===== src/rtl/page_perm_check.sv =====
module page_perm_check #(
  parameter int PTE_W    = 64,
  parameter int REF_BIT  = 8,
  parameter int CHG_BIT  = 7,
  parameter int ATT_LO   = 4,
  parameter int PRIV_BIT = 3,
  parameter logic [1:0] ATT_NIO = 2'b10
) (
  input  logic             clk,
  input  logic             rst_n,
  input  logic             req_valid,
  input  logic [PTE_W-1:0] pte,
  input  logic [1:0]       acc_type,
  input  logic             user_mode,
  input  logic [2:0]       amr_perm,
  output logic             rsp_valid,
  output logic             fault,
  output logic [1:0]       fault_cause,
  output logic [2:0]       grant,
  output logic [PTE_W-1:0] pte_new,
  output logic             wb_req
);
  localparam logic [2:0] P_R = 3'b001;
  localparam logic [2:0] P_W = 3'b010;
  localparam logic [2:0] P_X = 3'b100;
  localparam logic [PTE_W-1:0] REF_M = PTE_W'(1) << REF_BIT;
  localparam logic [PTE_W-1:0] CHG_M = PTE_W'(1) << CHG_BIT;

  logic       is_wr, is_fx, priv, guard, denied;
  logic [2:0] eaa, perm, need;
  logic [PTE_W-1:0] upd;

  assign is_wr = (acc_type == 2'd1);
  assign is_fx = (acc_type == 2'd2);
  assign priv  = pte[PRIV_BIT];
  assign eaa   = pte[2:0];
  assign guard = is_fx && (pte[ATT_LO+1:ATT_LO] == ATT_NIO);

  always_comb begin
    if (priv && user_mode)      perm = 3'b000;
    else if (priv || user_mode) perm = eaa;
    else                        perm = eaa & amr_perm;
  end

  assign need   = is_wr ? P_W : (is_fx ? P_X : P_R);
  assign denied = !guard && ((perm & need) == 3'b000);
  assign upd    = pte | REF_M | (is_wr ? CHG_M : '0);

  logic [PTE_W-1:0] pte_q;

  always_ff @(posedge clk) begin
    if (!rst_n) begin
      rsp_valid   <= 1'b0;
      fault       <= 1'b0;
      fault_cause <= 2'b00;
      grant       <= 3'b000;
      pte_new     <= '0;
      wb_req      <= 1'b0;
      pte_q       <= '0;
    end else begin
      rsp_valid <= req_valid;
      if (req_valid) begin
        pte_q       <= pte;
        fault       <= guard | denied;
        fault_cause <= {denied, guard};
        if (guard || denied) begin
          grant   <= 3'b000;
          pte_new <= pte;
          wb_req  <= 1'b0;
        end else begin
          grant   <= is_wr ? perm : (perm & ~P_W);
          pte_new <= upd;
          wb_req  <= (upd != pte);
        end
      end else begin
        wb_req <= 1'b0;
      end
    end
  end


  cause_onehot_chk: assert property (@(posedge clk) disable iff (!rst_n)
    $onehot0(fault_cause) && (fault == (fault_cause != 2'b00)));


  fault_quiet_chk: assert property (@(posedge clk) disable iff (!rst_n)
    (rsp_valid && fault) |-> (grant == 3'b000 && !wb_req && pte_new == pte_q));


  ref_set_chk: assert property (@(posedge clk) disable iff (!rst_n)
    (rsp_valid && !fault) |-> pte_new[REF_BIT]);


  wr_needs_chg_chk: assert property (@(posedge clk) disable iff (!rst_n)
    (rsp_valid && !fault && grant[1]) |-> pte_new[CHG_BIT]);


  wb_only_on_change_chk: assert property (@(posedge clk) disable iff (!rst_n)
    rsp_valid |-> (wb_req == (!fault && pte_new != pte_q)));


  valid_follows_req_chk: assert property (@(posedge clk) disable iff (!rst_n)
    req_valid |=> rsp_valid);
endmodule


===== config.mk =====
export PLATFORM = sky130hd
export DESIGN_NAME = page_perm_check
export DESIGN_NICKNAME = d
export VERILOG_FILES = /design/src/rtl/page_perm_check.sv
export SDC_FILE = /design/constraint.sdc
export NUM_CORES = 1
export LEC_CHECK = 0
export BUFFER_PORTS_ARGS = -buffer_cell sky130_fd_sc_hd__buf_2
export CORE_MARGIN = 4
export CORE_UTILIZATION = 40
export DETAILED_ROUTE_END_ITERATION = 10
export MAX_ROUTING_LAYER = met4
export PLACE_DENSITY = 0.75
export SETUP_SLACK_MARGIN = 0.02
export SYNTH_ARGS = -nofsm -noshare
export SYNTH_HDL_FRONTEND = slang
export SYNTH_SLANG_ARGS = --single-unit

===== constraint.sdc =====
create_clock -name clk -period 1.63 [get_ports clk]
set_clock_uncertainty 0.1 [all_clocks]
set_input_delay 0.2445 -clock clk [delete_from_list [all_inputs] [get_ports clk]]
set_output_delay 0.2445 -clock clk [all_outputs]
set_load 0.01 [all_outputs]

==> flow_summary_export.csv <==
group,metric,value,unit
placed_design,placement.cell_area,3660,um^2
min_path,min_path_type,"primary input to flop",
setup_path,arrival_time_at_the_worst_endpoint,1.42,ns
route,wirelength,6720,um
floorplanning,floorplan.die_area,8470,um^2
synthesis,synth.largest_area_cell,"sky130_fd_sc_hd__dfxtp_1",
route,drtPass1Iterations,4,
clock_tree,clkSlewWorstSetupHoldPaths,0.08,ns
synthesis,synth_top_cell_area_share,51.0,%
timing,setup_viol_count_final,0,
synthesis,synth_seq_cells,72,
run,max_capacitance_violation_count,0,
timing,worst_hold_slack,0.0638,ns
layout,finish.net_count,482,
route,drt_first_iter_violations,45,
clock_tree,clk_latency,0.33,ns
global_routing,grt_start_max_net_pins,42,
synthesis,post_synth_fa_ha_maj_area_fraction,1.33,%
global_routing,globalRouteTotalUtil,16.2,%
timing,relSlewSlack,72.8,%
clock_tree,htree_levels,3,
global_routing,grt_first_pass_wirelength,10700,um
floorplanning,rows,30,
pwr,power.combinational.fraction,13.0,%
clock_tree,post_cts.resized_instances,0,
pwr,internal-power,3.24,mW
synthesis,synth_area,2820,um^2
global_routing,initial_antenna_violation_count,0,
synthesis,synth_top_cells_by_area,"sky130_fd_sc_hd__dfxtp_1 51%, sky130_fd_sc_hd__mux2i_1 22%, sky130_fd_sc_hd__nor2b_1 14%",
synthesis,synthDistinctLibCells,27,
synthesis,largest_family_of_logic_cells_by_synthesized_area,"multiplexers",
route,detail_route.drc_violations,0,
synthesis,post_synth_mux_area_share,22.3,%
pwr,netSwitchingFraction,23.0,%
synthesis,syn_area_per_cell,10.9,um^2
timing,fmaxAchievable,794,MHz
setup_path,setup_cp_type,"primary input to flop",
pwr,clock_group_share_of_total_power,41.7,%
synthesis,synth_compound_gate_area_share,4.12,%
clock_tree,cts_max_path_buffers,2,
pwr,power.sequential.fraction,45.3,%
synthesis,synthesized_netlist_cell_count,260,
clock_tree,cts-buffers-inserted,9,
floorplanning,die-width,92.0,um
route,viasPerCell,4.50,
global_routing,grt_overflow,0,
pwr,net-switching-power,0.969,mW
layout,fillers,645,
setup_path,endpoint_kind,"flop",
placed_design,dp_hpwl,5020,um
timing,final_max_slew_viol_count,0,
setup_path,timing.critical_path.fanout_max,5,
synthesis,synth-xor-area-share,0,%
layout,drive_above_1_share,41.4,%
layout,finalInstanceArea,3910,um^2
clock_tree,cts.hold.buffers_added,0,
run_status,outcome,"finished clean",
clock_tree,cts_root_buf,"sky130_fd_sc_hd__clkbuf_8",
clock_tree,post-cts-setup-buffer-count,0,
timing,final_period_minus_worst_setup_slack,1.26,ns
clock_tree,clock_tree_from_tritoncts,"built",
timing,timing_hold_violations_final,0,
pwr,power.density_cell_area,1070,nW/um^2
route,antenna_violating_nets_post_route,0,
layout,layout-area-overhead-vs-synth,38.6,%
setup_path,critical_path.startpoint_type,"primary input",
route,dr_total_vias,2284,
placed_design,routabilityCongestion,0.886,
synthesis,yosys.area_share.simple,18.2,%
synthesis,synth.yosys.warnings,0,
placed_design,place.port_buffers,144,
floorplanning,initial_utilization,41.3,%
timing,post-route-period-util,77.2,%
layout,antenna_cells_inserted,0,
route,drt-wirelength-per-cell,13.3,um
setup_path,worst_path_required_time,1.79,ns
synthesis,synth_seq_area_share,51.0,%
floorplanning,core_region_area,6830,um^2
pwr,worst_ir_drop_on_vdd,0.000500,V
floorplanning,ios,145,
clock_tree,clock_net_sink_count,72,
synthesis,mappedNetlistNets,336,
timing,rsz0062_at_grt,"false",
timing,worst-slew-pin-transition,0.404,ns
global_routing,grt_pass1_vias,2215,
pwr,p_leak,2.00,nW
floorplanning,fp.dieH,92.0,um
timing,setup_total_negative_slack,0,ns
## path summary, 6_finish.rpt
path                                   from  depth (start not counted)          end  slack (ns)
worst max-delay path            acc_type[1]                          7       wb_req        0.37
worst min-delay path                pte[12]                          3  pte_new[12]        0.06
worst max register to register  pte_new[56]                          2  pte_new[56]        0.89
worst min register to register     grant[0]                          2     grant[0]        0.36
## cell families (layout without fill, tap and decap cells)
group | after synthesis | after routing
fa+ha+maj | 3 | 3
flops | 72 | 72
mux | 63 | 63
simple gates | 86 | 86
compound gates | 16 | 16
buf+inv | 20 | 171
## cells in the final DEF (no fill, tap or decap), types with 4 or more instances in the layout
cell / n
sky130_fd_sc_hd__nor3_1: 4
sky130_fd_sc_hd__clkbuf_8: 11
sky130_fd_sc_hd__o21ai_0: 4
sky130_fd_sc_hd__nand2_1: 7
sky130_fd_sc_hd__inv_1: 5
sky130_fd_sc_hd__nor2b_1: 64
sky130_fd_sc_hd__buf_4: 6
sky130_fd_sc_hd__dfxtp_1: 72
sky130_fd_sc_hd__buf_2: 143
sky130_fd_sc_hd__mux2i_1: 63
## critical path: stages
cell                      delay (ns)
sky130_fd_sc_hd__buf_2          0.11
sky130_fd_sc_hd__inv_1          0.05
sky130_fd_sc_hd__ha_1           0.15
sky130_fd_sc_hd__nand2_1        0.09
sky130_fd_sc_hd__o32ai_2        0.39
sky130_fd_sc_hd__o21ai_0        0.17
sky130_fd_sc_hd__nor3_1         0.20
## power by group through the flow
| stage | logic [mW] | clock network [mW] | registers (mW) |
|---|---|---|---|
| finish | 0.546 | 1.75 | 1.91 |
| global route | 0.604 | 1.88 | 1.92 |
| CTS | 0.555 | 1.79 | 1.91 |
| detailed placement | 0.551 | 0 | 1.95 |
| global placement | 0.539 | 0 | 1.95 |
| floorplan | 0.249 | 0 | 2.00 |
## metal layers
metal	track usage, %	up-vias	wire length, um
li1	-	1168	-
met5	-	-	0
met4	7.43	0	184
met2	25.6	78	3200
met1	19.9	1024	2990
met3	3.12	14	348
## registers in the layout (all words and copies together) (netlist names)
name,count
fault_cause,2
fault,1
rsp_valid,1
grant,3
wb_req,1
pte_new,64
## per-stage QoR
step                total power, mW  cells  setup slack, ns  utilization (%)
floorplan                      2.25    260            0.285                -
global placement               2.48    491           0.0969             53.6
detailed placement             2.50    491           0.0272             53.6
CTS                            4.25    507            0.361             57.3
global route                   4.41    507            0.256             57.3
finish                         4.21    507            0.371             57.3
## cells in the mapped netlist
master	number
sky130_fd_sc_hd__o32ai_2	1
sky130_fd_sc_hd__and2_1	1
sky130_fd_sc_hd__and4_4	1
sky130_fd_sc_hd__ha_1	3
sky130_fd_sc_hd__o31ai_1	3
sky130_fd_sc_hd__dfxtp_1	72
sky130_fd_sc_hd__nand3b_1	1
sky130_fd_sc_hd__o211ai_1	1
sky130_fd_sc_hd__buf_2	7
sky130_fd_sc_hd__or2_1	1
sky130_fd_sc_hd__o41ai_1	1
sky130_fd_sc_hd__or3_1	1
sky130_fd_sc_hd__nand2_1	7
sky130_fd_sc_hd__nor3_1	4
sky130_fd_sc_hd__or2_2	1
sky130_fd_sc_hd__nand3_1	2
sky130_fd_sc_hd__mux2i_1	63
sky130_fd_sc_hd__nor2_1	2
sky130_fd_sc_hd__a21boi_0	1
sky130_fd_sc_hd__a31oi_1	3
sky130_fd_sc_hd__clkbuf_1	8
sky130_fd_sc_hd__a21bo_2	1
sky130_fd_sc_hd__o21ai_0	4
sky130_fd_sc_hd__nor2b_1	64
sky130_fd_sc_hd__inv_1	5
sky130_fd_sc_hd__nand2b_1	1
sky130_fd_sc_hd__a21oi_1	1
## area by class of cell
cell class	instances	area, um^2	share of cell area, %
clock inverter	5	103	2.62
timing repair buffer	150	781	19.9
multi-input combinational	168	1300	33.2
clock buffer	11	151	3.87
inverter	5	18.8	0.480
tap	96	120	3.07
sequential	72	1440	36.8
Note: power is estimated with default switching activity, not from simulation.
